==> src/rtl/cfg_ram_pkg.sv <==
// Package: shared types and register offsets for the indirect RAM port.
// Assumes an 8-bit register bus.
package cfg_ram_pkg;

    // Register offsets; software depends on these values.
    localparam logic [7:0] OFS_DATA = 8'hC3;
    localparam logic [7:0] OFS_PLO  = 8'hC4;
    localparam logic [7:0] OFS_PHI  = 8'hC5;

    // Reset values of the visible registers.
    localparam logic [7:0] DATA_RESET = 8'hDC;
    localparam logic [8:0] PTR_RESET  = 9'h00F;

    // One decoded bus operation per cycle.
    typedef enum logic [2:0] {
        OP_NONE    = 3'd0,
        OP_DATA_WR = 3'd1,
        OP_DATA_RD = 3'd2,
        OP_PLO_WR  = 3'd3,
        OP_PHI_WR  = 3'd4,
        OP_PLO_RD  = 3'd5,
        OP_PHI_RD  = 3'd6,
        OP_ZERO_RD = 3'd7
    } bus_op_t;

endpackage

==> src/rtl/cfg_ram_decode.sv <==
// Module: cfg_ram_decode
// Turns the raw bus strobes and offset into one operation code.
// Assumes at most one operation per cycle. A write strobe wins over a read strobe.
// A closed access permit turns data-window writes into no-ops and data-window reads into zero reads.
module cfg_ram_decode
    import cfg_ram_pkg::*;
#(
    parameter int AW = 8
) (
    input  logic [AW-1:0] addr,
    input  logic          wr,
    input  logic          rd,
    input  logic          permit,
    output bus_op_t       op
);

    // Purpose: classify the current bus cycle.
    always_comb begin
        op = OP_NONE;
        if (wr) begin
            if (addr == AW'(OFS_DATA) && permit) op = OP_DATA_WR;
            else if (addr == AW'(OFS_PLO))       op = OP_PLO_WR;
            else if (addr == AW'(OFS_PHI))       op = OP_PHI_WR;
        end else if (rd) begin
            if (addr == AW'(OFS_DATA))           op = permit ? OP_DATA_RD : OP_ZERO_RD;
            else if (addr == AW'(OFS_PLO))       op = OP_PLO_RD;
            else if (addr == AW'(OFS_PHI))       op = OP_PHI_RD;
            else                                 op = OP_ZERO_RD;
        end
    end

endmodule

==> src/rtl/cfg_ram_ptr.sv <==
// Module: cfg_ram_ptr
// Holds the store pointer.
// Loads from either pointer register and steps by one on each data-window access.
// Wraps at the store size.
// Assumes the store size is 2**PTR_W, so natural overflow gives the wrap.
module cfg_ram_ptr
    import cfg_ram_pkg::*;
#(
    parameter int DW    = 8,
    parameter int PTR_W = 9
) (
    input  logic             clk,
    input  logic             rst_n,
    input  bus_op_t          op,
    input  logic [DW-1:0]    wdata,
    output logic [PTR_W-1:0] ptr
);

    localparam int HI_W = PTR_W - DW;

    logic step;
    logic load;

    // Purpose: flag the operations that move or load the pointer.
    always_comb begin
        step = (op == OP_DATA_WR) || (op == OP_DATA_RD);
        load = (op == OP_PLO_WR) || (op == OP_PHI_WR);
    end

    // Purpose: update the pointer from a load or a step.
    always_ff @(posedge clk) begin
        if (!rst_n)                ptr <= PTR_W'(PTR_RESET);
        else if (op == OP_PLO_WR)  ptr[DW-1:0] <= wdata;
        else if (op == OP_PHI_WR)  ptr[PTR_W-1:DW] <= wdata[HI_W-1:0];
        else if (step)             ptr <= ptr + 1'b1;
    end

    // A data-window access advances the pointer by one, wrapping.
    assert_ptr_step_R6: assert property (@(posedge clk) disable iff (!rst_n)
        step |=> ptr == PTR_W'($past(ptr) + 1'b1));

    // With no access and no load the pointer holds.
    assert_ptr_hold_R7: assert property (@(posedge clk) disable iff (!rst_n)
        (!step && !load) |=> $stable(ptr));

    // A low-byte load keeps the high part.
    assert_plo_keep_R4: assert property (@(posedge clk) disable iff (!rst_n)
        (op == OP_PLO_WR) |=> ptr[PTR_W-1:DW] == $past(ptr[PTR_W-1:DW]));

endmodule

==> src/rtl/cfg_ram_store.sv <==
// Module: cfg_ram_store
// Byte-wide store of DEPTH entries.
// Synchronous write, combinational read at the same address.
// Assumes the caller supplies one address for both ports. Contents are not reset.
module cfg_ram_store #(
    parameter int DW    = 8,
    parameter int DEPTH = 512,
    localparam int AW   = $clog2(DEPTH)
) (
    input  logic          clk,
    input  logic          we,
    input  logic [AW-1:0] addr,
    input  logic [DW-1:0] wdata,
    output logic [DW-1:0] rdata
);

    logic [DW-1:0] mem [DEPTH];

    // Purpose: commit a byte on a write enable.
    always_ff @(posedge clk) begin
        if (we) mem[addr] <= wdata;
    end

    // Purpose: present the byte at the current address.
    always_comb rdata = mem[addr];

endmodule

==> src/rtl/cfg_ram_port.sv <==
// Module: cfg_ram_port (top)
// Register-bus access to a configuration store through a data window and a split pointer.
// Assumes single-cycle strobes and DW=8.
// Read data registers one cycle after the strobe. The pointer step lands on the same edge,
// after the byte at the old pointer has been captured.
module cfg_ram_port
    import cfg_ram_pkg::*;
#(
    parameter int AW        = 8,
    parameter int DW        = 8,
    parameter int RAM_BYTES = 512
) (
    input  logic          clk,
    input  logic          rst_n,
    input  logic [AW-1:0] bus_addr,
    input  logic [DW-1:0] bus_wdata,
    input  logic          bus_wr,
    input  logic          bus_rd,
    input  logic          access_ok,
    output logic [DW-1:0] bus_rdata,
    output logic          bus_rvalid
);

    localparam int PTR_W = $clog2(RAM_BYTES);

    bus_op_t          op;
    logic [PTR_W-1:0] ptr;
    logic [DW-1:0]    ram_q;
    logic [DW-1:0]    rd_next;
    logic             rd_take;

    cfg_ram_decode #(.AW(AW)) u_dec (
        .addr   (bus_addr),
        .wr     (bus_wr),
        .rd     (bus_rd),
        .permit (access_ok),
        .op     (op)
    );

    cfg_ram_ptr #(.DW(DW), .PTR_W(PTR_W)) u_ptr (
        .clk   (clk),
        .rst_n (rst_n),
        .op    (op),
        .wdata (bus_wdata),
        .ptr   (ptr)
    );

    cfg_ram_store #(.DW(DW), .DEPTH(RAM_BYTES)) u_ram (
        .clk   (clk),
        .we    (op == OP_DATA_WR),
        .addr  (ptr),
        .wdata (bus_wdata),
        .rdata (ram_q)
    );

    // Purpose: pick the read value for the current operation.
    always_comb begin
        rd_take = 1'b1;
        rd_next = '0;
        unique case (op)
            OP_DATA_RD: rd_next = ram_q;
            OP_PLO_RD:  rd_next = ptr[DW-1:0];
            OP_PHI_RD:  rd_next = DW'(ptr[PTR_W-1:DW]);
            OP_ZERO_RD: rd_next = '0;
            default:    rd_take = 1'b0;
        endcase
    end

    // Purpose: register read data and its valid flag.
    always_ff @(posedge clk) begin
        if (!rst_n) begin
            bus_rdata  <= DW'(DATA_RESET);
            bus_rvalid <= 1'b0;
        end else begin
            bus_rvalid <= rd_take;
            if (rd_take) bus_rdata <= rd_next;
        end
    end

    // A lone read strobe yields valid data next cycle.
    assert_rd_valid_R3: assert property (@(posedge clk) disable iff (!rst_n)
        (bus_rd && !bus_wr) |=> bus_rvalid);

    // Both strobes together: no read response.
    assert_both_norsp_R8: assert property (@(posedge clk) disable iff (!rst_n)
        (bus_rd && bus_wr) |=> !bus_rvalid);

    // Closed permit: data-window read returns zero.
    assert_deny_zero_R7: assert property (@(posedge clk) disable iff (!rst_n)
        (bus_rd && !bus_wr && !access_ok && bus_addr == AW'(OFS_DATA)) |=> bus_rdata == '0);

    // Without a response the read data holds.
    assert_rdata_hold_R10: assert property (@(posedge clk) disable iff (!rst_n)
        !bus_rvalid |-> $stable(bus_rdata));

endmodule

==> config.mk <==
export PLATFORM = sky130hd
export DESIGN_NAME = cfg_ram_port
export DESIGN_NICKNAME = d
export VERILOG_FILES = /design/src/rtl/cfg_ram_pkg.sv /design/src/rtl/cfg_ram_decode.sv /design/src/rtl/cfg_ram_ptr.sv /design/src/rtl/cfg_ram_store.sv /design/src/rtl/cfg_ram_port.sv
export SDC_FILE = /design/constraint.sdc
export NUM_CORES = 2
export LEC_CHECK = 0
export BUFFER_PORTS_ARGS = -buffer_cell sky130_fd_sc_hd__buf_2
export CAP_MARGIN = 20
export CORE_MARGIN = 1.5
export CORE_UTILIZATION = 40
export CTS_BUF_LIST = sky130_fd_sc_hd__clkbuf_8
export CTS_CLUSTER_DIAMETER = 60
export DETAILED_ROUTE_END_ITERATION = 10
export SLEW_MARGIN = 30
export SYNTH_ARGS = -nofsm -noshare
export SYNTH_HDL_FRONTEND = slang
export SYNTH_SLANG_ARGS = --single-unit
==> constraint.sdc <==
create_clock -name clk -period 4.3 [get_ports clk]
set_input_delay 0.86 -clock clk [delete_from_list [all_inputs] [get_ports clk]]
set_output_delay 0.86 -clock clk [all_outputs]
set_load 0.03 [all_outputs]
==> results.py <==
metrics = {
    "min_path": {
        "min_path_cells": 1,
        "worstHoldStart": "bus_wdata[4]",
        "hold_class": "input pin to flop",
        "min_to": "u_ram.mem[441][4]",
    },
    "finish": {
        "layout.area.seq_sq_um": 123000,
        "drive_above_1_share_pct": 31.8,
        "nets": 8679,
        "multi_input_area_sq_um": 33800,
        "fin_cells": 14400,
        "utilization_pct": 46.6,
        "syn2layout_area_growth_pct": 15.9,
        "finalInstanceArea_sq_um": 185000,
        "fillers": 32600,
    },
    "synthesis": {
        "syn_inst": 7403,
        "avgSynthCellArea_sq_um": 21.5,
        "synth_most_common_cell": "edfxtp_1",
        "synth_compound_area_share_pct": 2.74,
        "synth-simple-area-share_pct": 2.62,
        "synth_common_cells": "4096 x edfxtp_1, 994 x mux4_2, 590 x nor2_1, 211 x mux2i_1, 191 x nand2_1",
        "synth_warnings": 0,
        "synth_area_sq_um": 159000,
        "synth_top_area_share_pct": 77.2,
        "syn-num-nets": 7428,
        "yosys.area.top_type": "edfxtp_1",
        "synth_fa_ha_area_share_pct": 0.0314,
        "synthXorXnorAreaFrac_pct": 0.00549,
        "synth.area.mux_share_pct": 15.6,
        "ys_seq_elements": 4114,
        "ys.flop_type": "edfxtp_1",
        "yosysSeqAreaShare_pct": 77.4,
        "ys_types": 80,
        "netlist_top_cells_area": "edfxtp_1 77%, mux4_2 14%, nor2_1 1.4%",
        "synth_top_family_by_area": "multiplexers",
        "ys_async_sr_fraction_pct": 0,
        "synth-edff-count": 4096,
    },
    "place": {
        "place_area_sq_um": 173000,
        "dp.cells": 13200,
        "place_ws_ns": -0.325,
        "dpl.hpwl_um": 299000,
        "gp_congestion": 0.914,
        "port_buffers": 29,
    },
    "global_routing": {
        "grt_use_total_pct": 22.9,
        "grt_pass1_wl_um": 651000,
        "grt_pass1_vias": 85100,
        "use_met2_pct": 36.0,
        "grt-busiest-layer": "met2",
        "use_met3_pct": 5.03,
        "overflow": 0,
        "grt_start_max_net_pins": 125,
        "antenna_found_initial": 21,
        "use_met1_pct": 31.4,
    },
    "sta": {
        "fin_crit_sh_pct": 98.3,
        "maxSlewViolCount": 0,
        "setup_viol": 0,
        "final_hold_viol_count": 0,
        "hold_ws_ns": 0.141,
        "finalCriticalPeriod_ns": 4.23,
        "fin_ws_ns": 0.0721,
        "rsz0062_at_grt": "false",
        "timing.slew.headroom_pct": 27.2,
        "fmax_ghz": 0.237,
        "tightest_slew_ns": 1.08,
        "skew_ns": 0.0911,
    },
    "setup_path": {
        "cp_max_fo": 46,
        "crit_type": "flop to flop",
        "critical_path.endpoint_type": "flop",
        "cp.required_ns": 5.35,
        "arrival_ns": 5.28,
        "reg2reg_from": "u_ptr.ptr[3]",
        "r2r-end": "bus_rdata[6]",
        "regToRegSetupSlack_ns": 0.07,
        "startpoint_type": "flop",
        "rr_worst_depth": 9,
    },
    "clock_network": {
        "cts.sinks": 4114,
        "cts_buffer_depth": 4,
        "cts_made_buffers": 647,
        "ctsHtreeMaxLevel": 6,
        "path_clk_slew_ns": 0.07,
        "insertion_delay_ns": 1.23,
        "clock-root-buffer": "clkbuf_8",
        "cts_tree": "built",
    },
    "power": {
        "p_per_area_nw_per_um2": 410,
        "p_leak_nw": 61.1,
        "vdd.ir_drop.worst_v": 0.000323,
    },
    "floorplanning": {
        "std_cell_rows": 231,
        "pin_count": 30,
        "die_x_um": 634,
        "core-area_sq_um": 396000,
        "die_y_um": 634,
        "die_area_sq_um": 402000,
        "initial_core_util_pct": 40.2,
    },
    "drt": {
        "num_vias": 84000,
        "drt-total-wl_um": 468000,
        "wire_per_inst_um": 32.4,
        "ant_nets": 0,
        "firstDrtPassIters": 8,
        "drt-vias-per-instance": 5.83,
        "drt-initial-drc-count": 11700,
        "drc_errors": 0,
    },
    "flow_run": {
        "max-cap-violations": 0,
    },
    "run_status": {
        "outcome": "finished clean",
    },
}
-- metal layers --
metal | vias up | part of all wire, %
met5 | - | 0.0058
met4 | 4 | 4.0
met3 | 837 | 9.8
met2 | 4610 | 47
met1 | 44800 | 39
li1 | 33700 | -
-- cell usage in the layout (no fill, tap or decap), types with 25 or more instances in the layout --
cell type	n
a21oi_1	86
nand3_1	56
clkinv_2	47
clkinv_1	167
a221oi_1	58
o22ai_1	43
o21ai_0	42
mux4_2	994
edfxtp_1	4096
a22o_1	49
buf_12	107
a31oi_1	36
buf_4	920
mux2i_1	210
inv_1	219
nor2_1	586
mux2_2	25
nand2_1	174
a22oi_1	181
clkbuf_8	654
-- cell families (layout without fill, tap and decap cells) --
family	Yosys count	after routing
xor+xnor	1	1
fa+ha+maj	4	4
compound gates	605	605
mux	1235	1235
simple gates	980	980
flops	4114	4114
buf+inv	464	2218
other cells	0	10
-- registers in the layout, summed over array words and instances (netlist names) --
signal / flops
u_ram.mem: 4096
u_ptr.ptr: 9
bus_rdata: 8
bus_rvalid: 1
-- worst max-delay path by stage --
stage	start	endpoint
after floorplan	bus_addr[5]	u_ram.mem[214][0]
after global placement	u_ptr.ptr[0]	bus_rdata[6]
after detailed placement	u_ptr.ptr[0]	bus_rdata[6]
after CTS	u_ptr.ptr[3]	bus_rdata[6]
after global routing	u_ptr.ptr[3]	bus_rdata[6]
final	u_ptr.ptr[3]	bus_rdata[6]
-- layout make-up --
cell class,instances,area share [%]
Timing Repair Buffer,1061,5.08
Clock inverter,498,1.41
Sequential cell,4114,66.8
Inverter,5,0.0169
Antenna cell,10,0.0135
Multi-Input combinational cell,2825,18.3
Tap cell,5242,3.55
Clock buffer,654,4.87
-- worst max-delay path, cell delays in order, from the launching register on --
cell and delay (ns):
dfxtp_4 0.57, inv_8 0.71, buf_4 0.36, mux2i_1 0.56
nor3_1 0.22, nor4_1 0.45, buf_4 0.21, nor4bb_1 0.56
buf_4 0.23, a41oi_1 0.10
-- repair_timing --
item                                    4_1_cts  5_1_grt
endpoints found under the hold margin         4        0
hold buffers                                  1        0
setup buffers                                 8        0
resized for setup                             1        0
endpoints found under the setup margin        1        0
-- metrics by stage --
stage                     power (mW)  TNS (ns)
after floorplan                 45.2         0
after global placement          46.1    -0.866
after detailed placement        46.2    -0.325
after CTS                       76.2         0
after global routing            77.9         0
final                           75.7         0
-- power breakdown --
group	total [mW]	internal [mW]	switching, mW
clock	30.3	14.8	15.5
sequential	44.1	44.1	0.0278
combinational	1.24	0.267	0.971
total	75.7	59.2	16.5
No activity file was read; power rests on OpenSTA's default activity.
